==> src/rtl/pci_parity_unit.sv <==
module pci_parity_unit #(
  parameter int AD_W  = 32,
  parameter int CBE_W = 4
) (
  input  logic             clk,
  input  logic             rst_n,
  input  logic [AD_W-1:0]  ad_i,
  input  logic [CBE_W-1:0] cbe_i,
  input  logic             par_i,
  input  logic             addr_phase_i,
  input  logic             data_phase_i,
  input  logic             ad_oe_i,
  input  logic             resp_en_i,
  input  logic             sts_clr_i,
  output logic             par_o,
  output logic             par_oe_o,
  output logic             perr_req_o,
  output logic             serr_req_o,
  output logic             dpe_sts_o
);

  logic bus_par;
  logic rx_phase;
  logic mismatch;

  logic par_q, oe_q;
  logic chk_v_q, chk_addr_q, chk_par_q;
  logic perr_q, serr_q, dpe_q;

  assign bus_par  = ^{ad_i, cbe_i};
  assign rx_phase = (addr_phase_i | data_phase_i) & ~ad_oe_i;
  assign mismatch = chk_v_q & (par_i ^ chk_par_q);

  always_ff @(posedge clk) begin
    if (!rst_n) begin
      par_q      <= 1'b0;
      oe_q       <= 1'b0;
      chk_v_q    <= 1'b0;
      chk_addr_q <= 1'b0;
      chk_par_q  <= 1'b0;
      perr_q     <= 1'b0;
      serr_q     <= 1'b0;
      dpe_q      <= 1'b0;
    end else begin
      par_q      <= bus_par;
      oe_q       <= ad_oe_i;
      chk_v_q    <= rx_phase;
      chk_addr_q <= addr_phase_i;
      chk_par_q  <= bus_par;
      perr_q     <= mismatch & ~chk_addr_q & resp_en_i;
      serr_q     <= mismatch &  chk_addr_q & resp_en_i;
      if (mismatch)
        dpe_q <= 1'b1;
      else if (sts_clr_i)
        dpe_q <= 1'b0;
    end
  end

  assign par_o      = par_q;
  assign par_oe_o   = oe_q;
  assign perr_req_o = perr_q;
  assign serr_req_o = serr_q;
  assign dpe_sts_o  = dpe_q;

endmodule

==> config.mk <==
export PLATFORM = sky130hd
export DESIGN_NAME = pci_parity_unit
export DESIGN_NICKNAME = d
export VERILOG_FILES = /design/src/rtl/pci_parity_unit.sv
export SDC_FILE = /design/constraint.sdc
export NUM_CORES = 1
export LEC_CHECK = 0
export ABC_AREA = 1
export CAP_MARGIN = 10
export CORE_MARGIN = 2
export CORE_UTILIZATION = 42
export DETAILED_ROUTE_END_ITERATION = 6
export HOLD_SLACK_MARGIN = 0.03
export PLACE_DENSITY = 0.92
export SYNTH_ARGS = -nofsm -noshare
export SYNTH_HDL_FRONTEND = slang
export SYNTH_SLANG_ARGS = --single-unit
export TNS_END_PERCENT = 20
==> constraint.sdc <==
create_clock -name clk -period 1.55 [get_ports clk]
set_input_delay 0.31 -clock clk [delete_from_list [all_inputs] [get_ports clk]]
set_output_delay 0.31 -clock clk [all_outputs]
set_load 0.05 [all_outputs]
== Word-level counts from Yosys, hierarchy flattened ==
Index checks and enable logic that the tools add are counted.
Cells by class
  reduce and logical (&&, ||, !) cells: 2
  mux-type cells: 2
  bitwise operators: 10
Operators by type and width (number)
  $reduce_xor 36->1: 1
  $and 1x1->1: 6
  $mux 1: 2
  $not 1->1: 2
  $reduce_bool 2->1: 1
  $or 1x1->1: 1
  $xor 1x1->1: 1
Word-level totals
  word-level logic and storage cells: 21
  input bits: 44
  register bits after elaboration: 7

== Depth between registers and ports, before layout ==
Gate-level depths: netlist (run 1).
  depth in word-level cells: 4
  mapped depth: 14

== Worst setup path before layout (run 1) ==
Ideal clock, no wire load.
  path type: input-to-reg
  start point: input port ad_i[4]
  end point: register chk_par_q
  slack: 371 ps
  stages: 12
  arrival time: 1064 ps
  required time: 1435 ps
  setup time: 115 ps
  cell sequence: nand2_1 -> inv_1 -> nor2_2 -> nand2_1 -> nand2_1 -> nand2_1 -> nand2_2 -> nand2_1 -> nand2_2 -> nand2_2 -> a21oi_1 -> nor2_1
On the way
  cells in the longest elaborated chain, start to end: 1
Ends and longest elaborated chain
  start, declared: line 7  | input logic [AD_W-1:0] ad_i,
  $reduce_xor 36->1: line 30  | assign bus_par = ^{ad_i, cbe_i};
  end signal, assigned: line 49  | chk_par_q <= bus_par;
  end, declared: line 27  | logic chk_v_q, chk_addr_q, chk_par_q;
Every way passes these cells.
A chain may end at the register's enable or synchronous reset.

== Final worst setup path (run 1) ==
  start point: input port ad_i[30]
  end point: register chk_par_q
Same word-level chain as after synthesis.

==> results.cfg, run 1 <==
[critical_path]
crit_start = ad_i[30]
worstSetupStartpointType = primary input
r2r-start = chk_par_q
crit_required_ps = 1710
critPathKind = in2reg
path_max_fanout = 2
arrival_ps = 1420
end_kind = flip-flop

[finish]
synthToLayoutAreaGrowth_pct = 59.2
nFillCells = 222
drive_gt1_share_pct = 12.3
final_common_cell = nand2_1
most-common-layout-cells = 164 x nand2_1, 35 x inv_1, 32 x dlymetal6s2s_1
num_antenna_cells = 0
final_area_um2 = 1760
fin_nets = 345
postLayoutCoreUtil_pct = 71.1
final_cells = 330

[detailed_routing]
drtAntennaViolNets = 0
wl_um = 2700
drtIter0Drc = 15
dr.pass1.iters = 4
via_count = 1483
drc_errors = 0
viasPerCell = 4.49
wl_per_cell_um = 8.17

[floorplanning]
ios = 49
die_x_um = 55.3
die_h_um = 55.3
fp-row-count = 18
start_util_pct = 44.6
die_area_um2 = 3060
core_um2 = 2480

[synth]
synthCells = 248
ys_ff_latch = 7
syn_area_um2 = 1110
synth_nets = 292
yosysUniqueCellTypes = 14
synth_area_per_cell_um2 = 4.46
synth_warnings = 0
yosysSeqAreaShare_pct = 12.7

[placed_design]
place_congestion = 0.801
dp.cells = 326
io_buffers = 48
pre_cts_ws_ps = -256
place_hpwl_um = 2140
dpl_cell_area_um2 = 1620

[timing]
final.setup.tns_ps = 0
holdWs_ps = 439
timing.fmax_mhz = 794
fin_ws_ps = 291
tightest_slew_ps = 364
finalCritPeriodShare_pct = 81.2
hold_viol = 0
final-max-slew-violation-count = 0
setup_viol = 0
skew_ps = 5.74
period_needed_ps = 1260
slew_headroom_pct = 75.5
rsz0062_at_grt = no

[run_status]
outcome = finished clean

[global_routing]
grt_pass1_wl_um = 4240
antenna_found_initial = 0
grt_use_total_pct = 16.3
grt_start_max_net_pins = 6
overflow = 0
grt_pass1_vias = 1161

[power]
powerDensity_nw_per_um2 = 477
p_leak_nw = 1.34
ir_drop_v = 0.000371
total_power_mw = 0.840

[cts]
path_clk_slew_ps = 60
clock_latency_ps = 260
h-tree-depth = 1
cts_sinks = 7
tritoncts = built
clockBufferDepth = 2
clock-root-buffer = clkbuf_4
cts_buffers = 3

[min_path]
hold_path_class = reg2reg
hp-start = chk_addr_q

[flow_run]
max_cap_violations = 0
path summary, 6_finish.rpt:
path	end	slack (ps)	cells past startpoint
max	chk_par_q	290	6
min	perr_req_o	440	1
max reg2reg	serr_req_o	600	3
min reg2reg	perr_req_o	440	1
power by group:
group | leakage, nW | switching (mW) | total (mW) | internal (mW)
registers | 0.0576 | 0.00806 | 0.199 | 0.191
logic | 1.27 | 0.257 | 0.472 | 0.215
clock network | 0.0177 | 0.0739 | 0.169 | 0.0946
layer usage:
| layer | global-route usage, % | part of all wire [%] |
|---|---|---|
| met2 | 30.1 | 51 |
| met3 | 2.58 | 5.5 |
| met1 | 18.5 | 43 |
| met4 | 6.27 | 0.63 |
| met5 | 0 | 0 |
worst max-delay path, cell delays in order:
cell	delay, ps
clkdlybuf4s50_1	420
xnor2_1	140
xnor2_1	340
nand3_2	100
nand2_1	60
nor2_1	40
cell usage after synthesis:
cell / number / area, µm²
a21oi_1: 2 / 10.0
dfxtp_1: 7 / 140
inv_1: 37 / 139
inv_2: 5 / 18.8
nand2_1: 174 / 653
nand2_2: 8 / 50.1
nand3_1: 3 / 15.0
nand3_2: 1 / 10.0
nor2_1: 3 / 11.3
nor2_2: 1 / 6.26
nor3_1: 2 / 10.0
nor3b_1: 1 / 7.51
xnor2_1: 3 / 26.3
xor2_1: 1 / 8.76
cell type report:
type | count | area [µm²] | area share [%]
multi-input combinational | 199 | 837 | 47.5
timing repair buffer | 48 | 561 | 31.8
inverter | 42 | 158 | 8.96
sequential | 7 | 140 | 7.96
tap | 30 | 37.5 | 2.13
clock buffer | 3 | 22.5 | 1.28
clock inverter | 1 | 5.00 | 0.284
flip-flops by register name, indices dropped and copies added, names as in the netlist:
| name | flops |
|---|---|
| perr_req_o | 1 |
| chk_par_q | 1 |
| par_oe_o | 1 |
| serr_req_o | 1 |
| dpe_sts_o | 1 |
| chk_addr_q | 1 |
| chk_v_q | 1 |
repair_timing:
item / 4_1_cts / 5_1_grt
hold buffers: 0 / 0
resized for setup: 0 / 45
endpoints found under the setup margin: 0 / 1
setup buffers: 0 / 0
cell families after synthesis:
| logic type | share of synthesized area [%] |
|---|---|
| flops | 12.7 |
| buf+inv | 14.3 |
| xor+xnor | 3.17 |
| simple gates | 69.0 |
| compound gates | 0.905 |
Power figures use the tool's default switching activity.
==> run 2, diff against run 1 <==
Clock period 1.55 ns to 1.3 ns, I/O delays scaled along.
==> run 2 against run 1 <==
Net effect:
- first-iteration DRC count up 130%
- non-clock buffer count unchanged
- register-to-register slack got worse by 240 ps
- hold slack lost 2.6 ps
- sequential power is 21% higher
- final area fell by 4.2%
- wire length shrank 4.9%
- clock skew shrank 1.0 ps
==> results.cfg, run 2 (synthesis gave the netlist of run 1 again) <==
[global_routing]
antenna_found_initial = 0
grt_start_max_net_pins = 6
grt_pass1_wl_um = 4110
overflow = 0
grt_pass1_vias = 1155
grt_use_total_pct = 15.6

[floorplanning]
start_util_pct = 44.6
die_h_um = 55.3
ios = 49
core_um2 = 2480
die_area_um2 = 3060
die_x_um = 55.3
fp-row-count = 18

[power]
total_power_mw = 0.996
p_comb_share_pct = 56.7
ir_drop_v = 0.000513
clock_power_share_pct = 19.2
powerDensity_nw_per_um2 = 590
intPower_mw = 0.593
swShare_pct = 40.5
power.switching_mw = 0.403
seqPwrFrac_pct = 24.1
p_leak_nw = 1.08

[critical_path]
reg2reg_depth = 3
crit_required_ps = 1450
cpMostUsedCell = nand2_1
end_kind = flip-flop
arrival_ps = 1350
worstSetupStartpointType = primary input
r2r-start = chk_par_q
rrSetupSlack_ps = 360
slowest_stage = dlygate4sd2_1
worstPathCellList = dlygate4sd2_1, inv_1, nand2_1, nand2_2, nand2_1, nand2_1, nand2_1, nand2_2, inv_2, nand2_1, nand2_1, nand2_2, nand3_2, nand2_1, nor2_1
path_max_fanout = 3
cpPeakStageDelay_ps = 260
critPathKind = in2reg
r2r_end = serr_req_o

[timing]
final-max-slew-violation-count = 0
finalCritPeriodShare_pct = 93.0
holdWs_ps = 436
setup_viol = 0
slew_headroom_pct = 83.7
hold_viol = 0
tightest_slew_ps = 243
fin_ws_ps = 91.4
final.setup.tns_ps = 0
timing.fmax_mhz = 827
skew_ps = 4.70
period_needed_ps = 1210

[flow_run]
max_cap_violations = 0

[placed_design]
place_congestion = 0.763
place_hpwl_um = 2110
dp.cells = 326
io_buffers = 48
pre_cts_ws_ps = -474
dpl_cell_area_um2 = 1670

[cts]
clock_latency_ps = 250
clock-root-buffer = clkbuf_4
clockBufferDepth = 2
h-tree-depth = 1
cts_hold_buffers = 0
tritoncts = built
path_clk_slew_ps = 60
cts_sinks = 7
cts_setup_buffers = 0
cts_buffers = 3

[min_path]
hold_path_class = reg2reg
worstHoldEndpoint = perr_req_o
hp-start = chk_addr_q
hold_depth = 1

[finish]
num_antenna_cells = 0
final_area_um2 = 1690
drive_gt1_share_pct = 20.7
final_common_cell = nand2_1
fin_nets = 345
multi_input_area_um2 = 862
most-common-layout-cells = 157 x nand2_1, 31 x inv_1, 25 x nand2_2
nFillCells = 245
regArea_um2 = 140
synthToLayoutAreaGrowth_pct = 52.5
postLayoutCoreUtil_pct = 68.1
final_cells = 330

[detailed_routing]
viasPerCell = 4.38
wl_um = 2570
drtIter0Drc = 34
drc_errors = 0
dr.pass1.iters = 4
wl_per_cell_um = 7.78
via_count = 1445
drtAntennaViolNets = 0

[run_status]
outcome = finished clean
## run 2: cell count changes in the layout (fill, tap and decap cells not counted), sizes merged
cell | previous run | this run
dlymetal6s2s | 32 | 0
clkdlybuf4s15 | 0 | 16
clkbuf | 3 | 16
dlygate4sd2 | 0 | 3
## run 2: area by class of cell
class	count	share of cell area, %
sequential	7	8.31
timing repair buffer	48	27.4
multi-input combinational	199	51.1
clock inverter	1	0.297
clock buffer	3	1.34
tap	30	2.23
inverter	42	9.35
## run 2: worst max path at each step
stage	depth (start not counted)	slack [ps]	to	start
floorplan	12	170	chk_par_q	ad_i[4]
global placement	14	-400	chk_par_q	ad_i[24]
detailed placement	14	-470	chk_par_q	ad_i[24]
CTS	15	50	chk_par_q	ad_i[1]
global route	14	-30	chk_par_q	ad_i[15]
finish	15	90	chk_par_q	ad_i[11]
## run 2: metal layers
layer	global-route usage [%]	share of wire [%]
met5	0	0
met4	4.18	1.1
met3	2.81	4.9
met2	27.2	49
met1	19.7	45
## run 2: power groups by stage
| stage | Clock (mW) | Combinational [mW] | Sequential (mW) |
|---|---|---|---|
| floorplan | 0 | 0.294 | 0.273 |
| global placement | 0 | 0.552 | 0.244 |
| detailed placement | 0 | 0.566 | 0.245 |
| CTS | 0.199 | 0.541 | 0.240 |
| global route | 0.216 | 0.639 | 0.241 |
| finish | 0.191 | 0.564 | 0.240 |
## run 2: critical path: cells and delay by family
kind                   cells  cell delay, ps
AND/OR/NAND/NOR           12             750
buffers and inverters      3             370
## run 2: what timing repair did
| item | in CTS | in global routing |
|---|---|---|
| endpoints found under the hold margin | 0 | 0 |
| gates resized for setup | 38 | 61 |
| pin swaps | 15 | 50 |
| setup endpoints to repair | 1 | 1 |
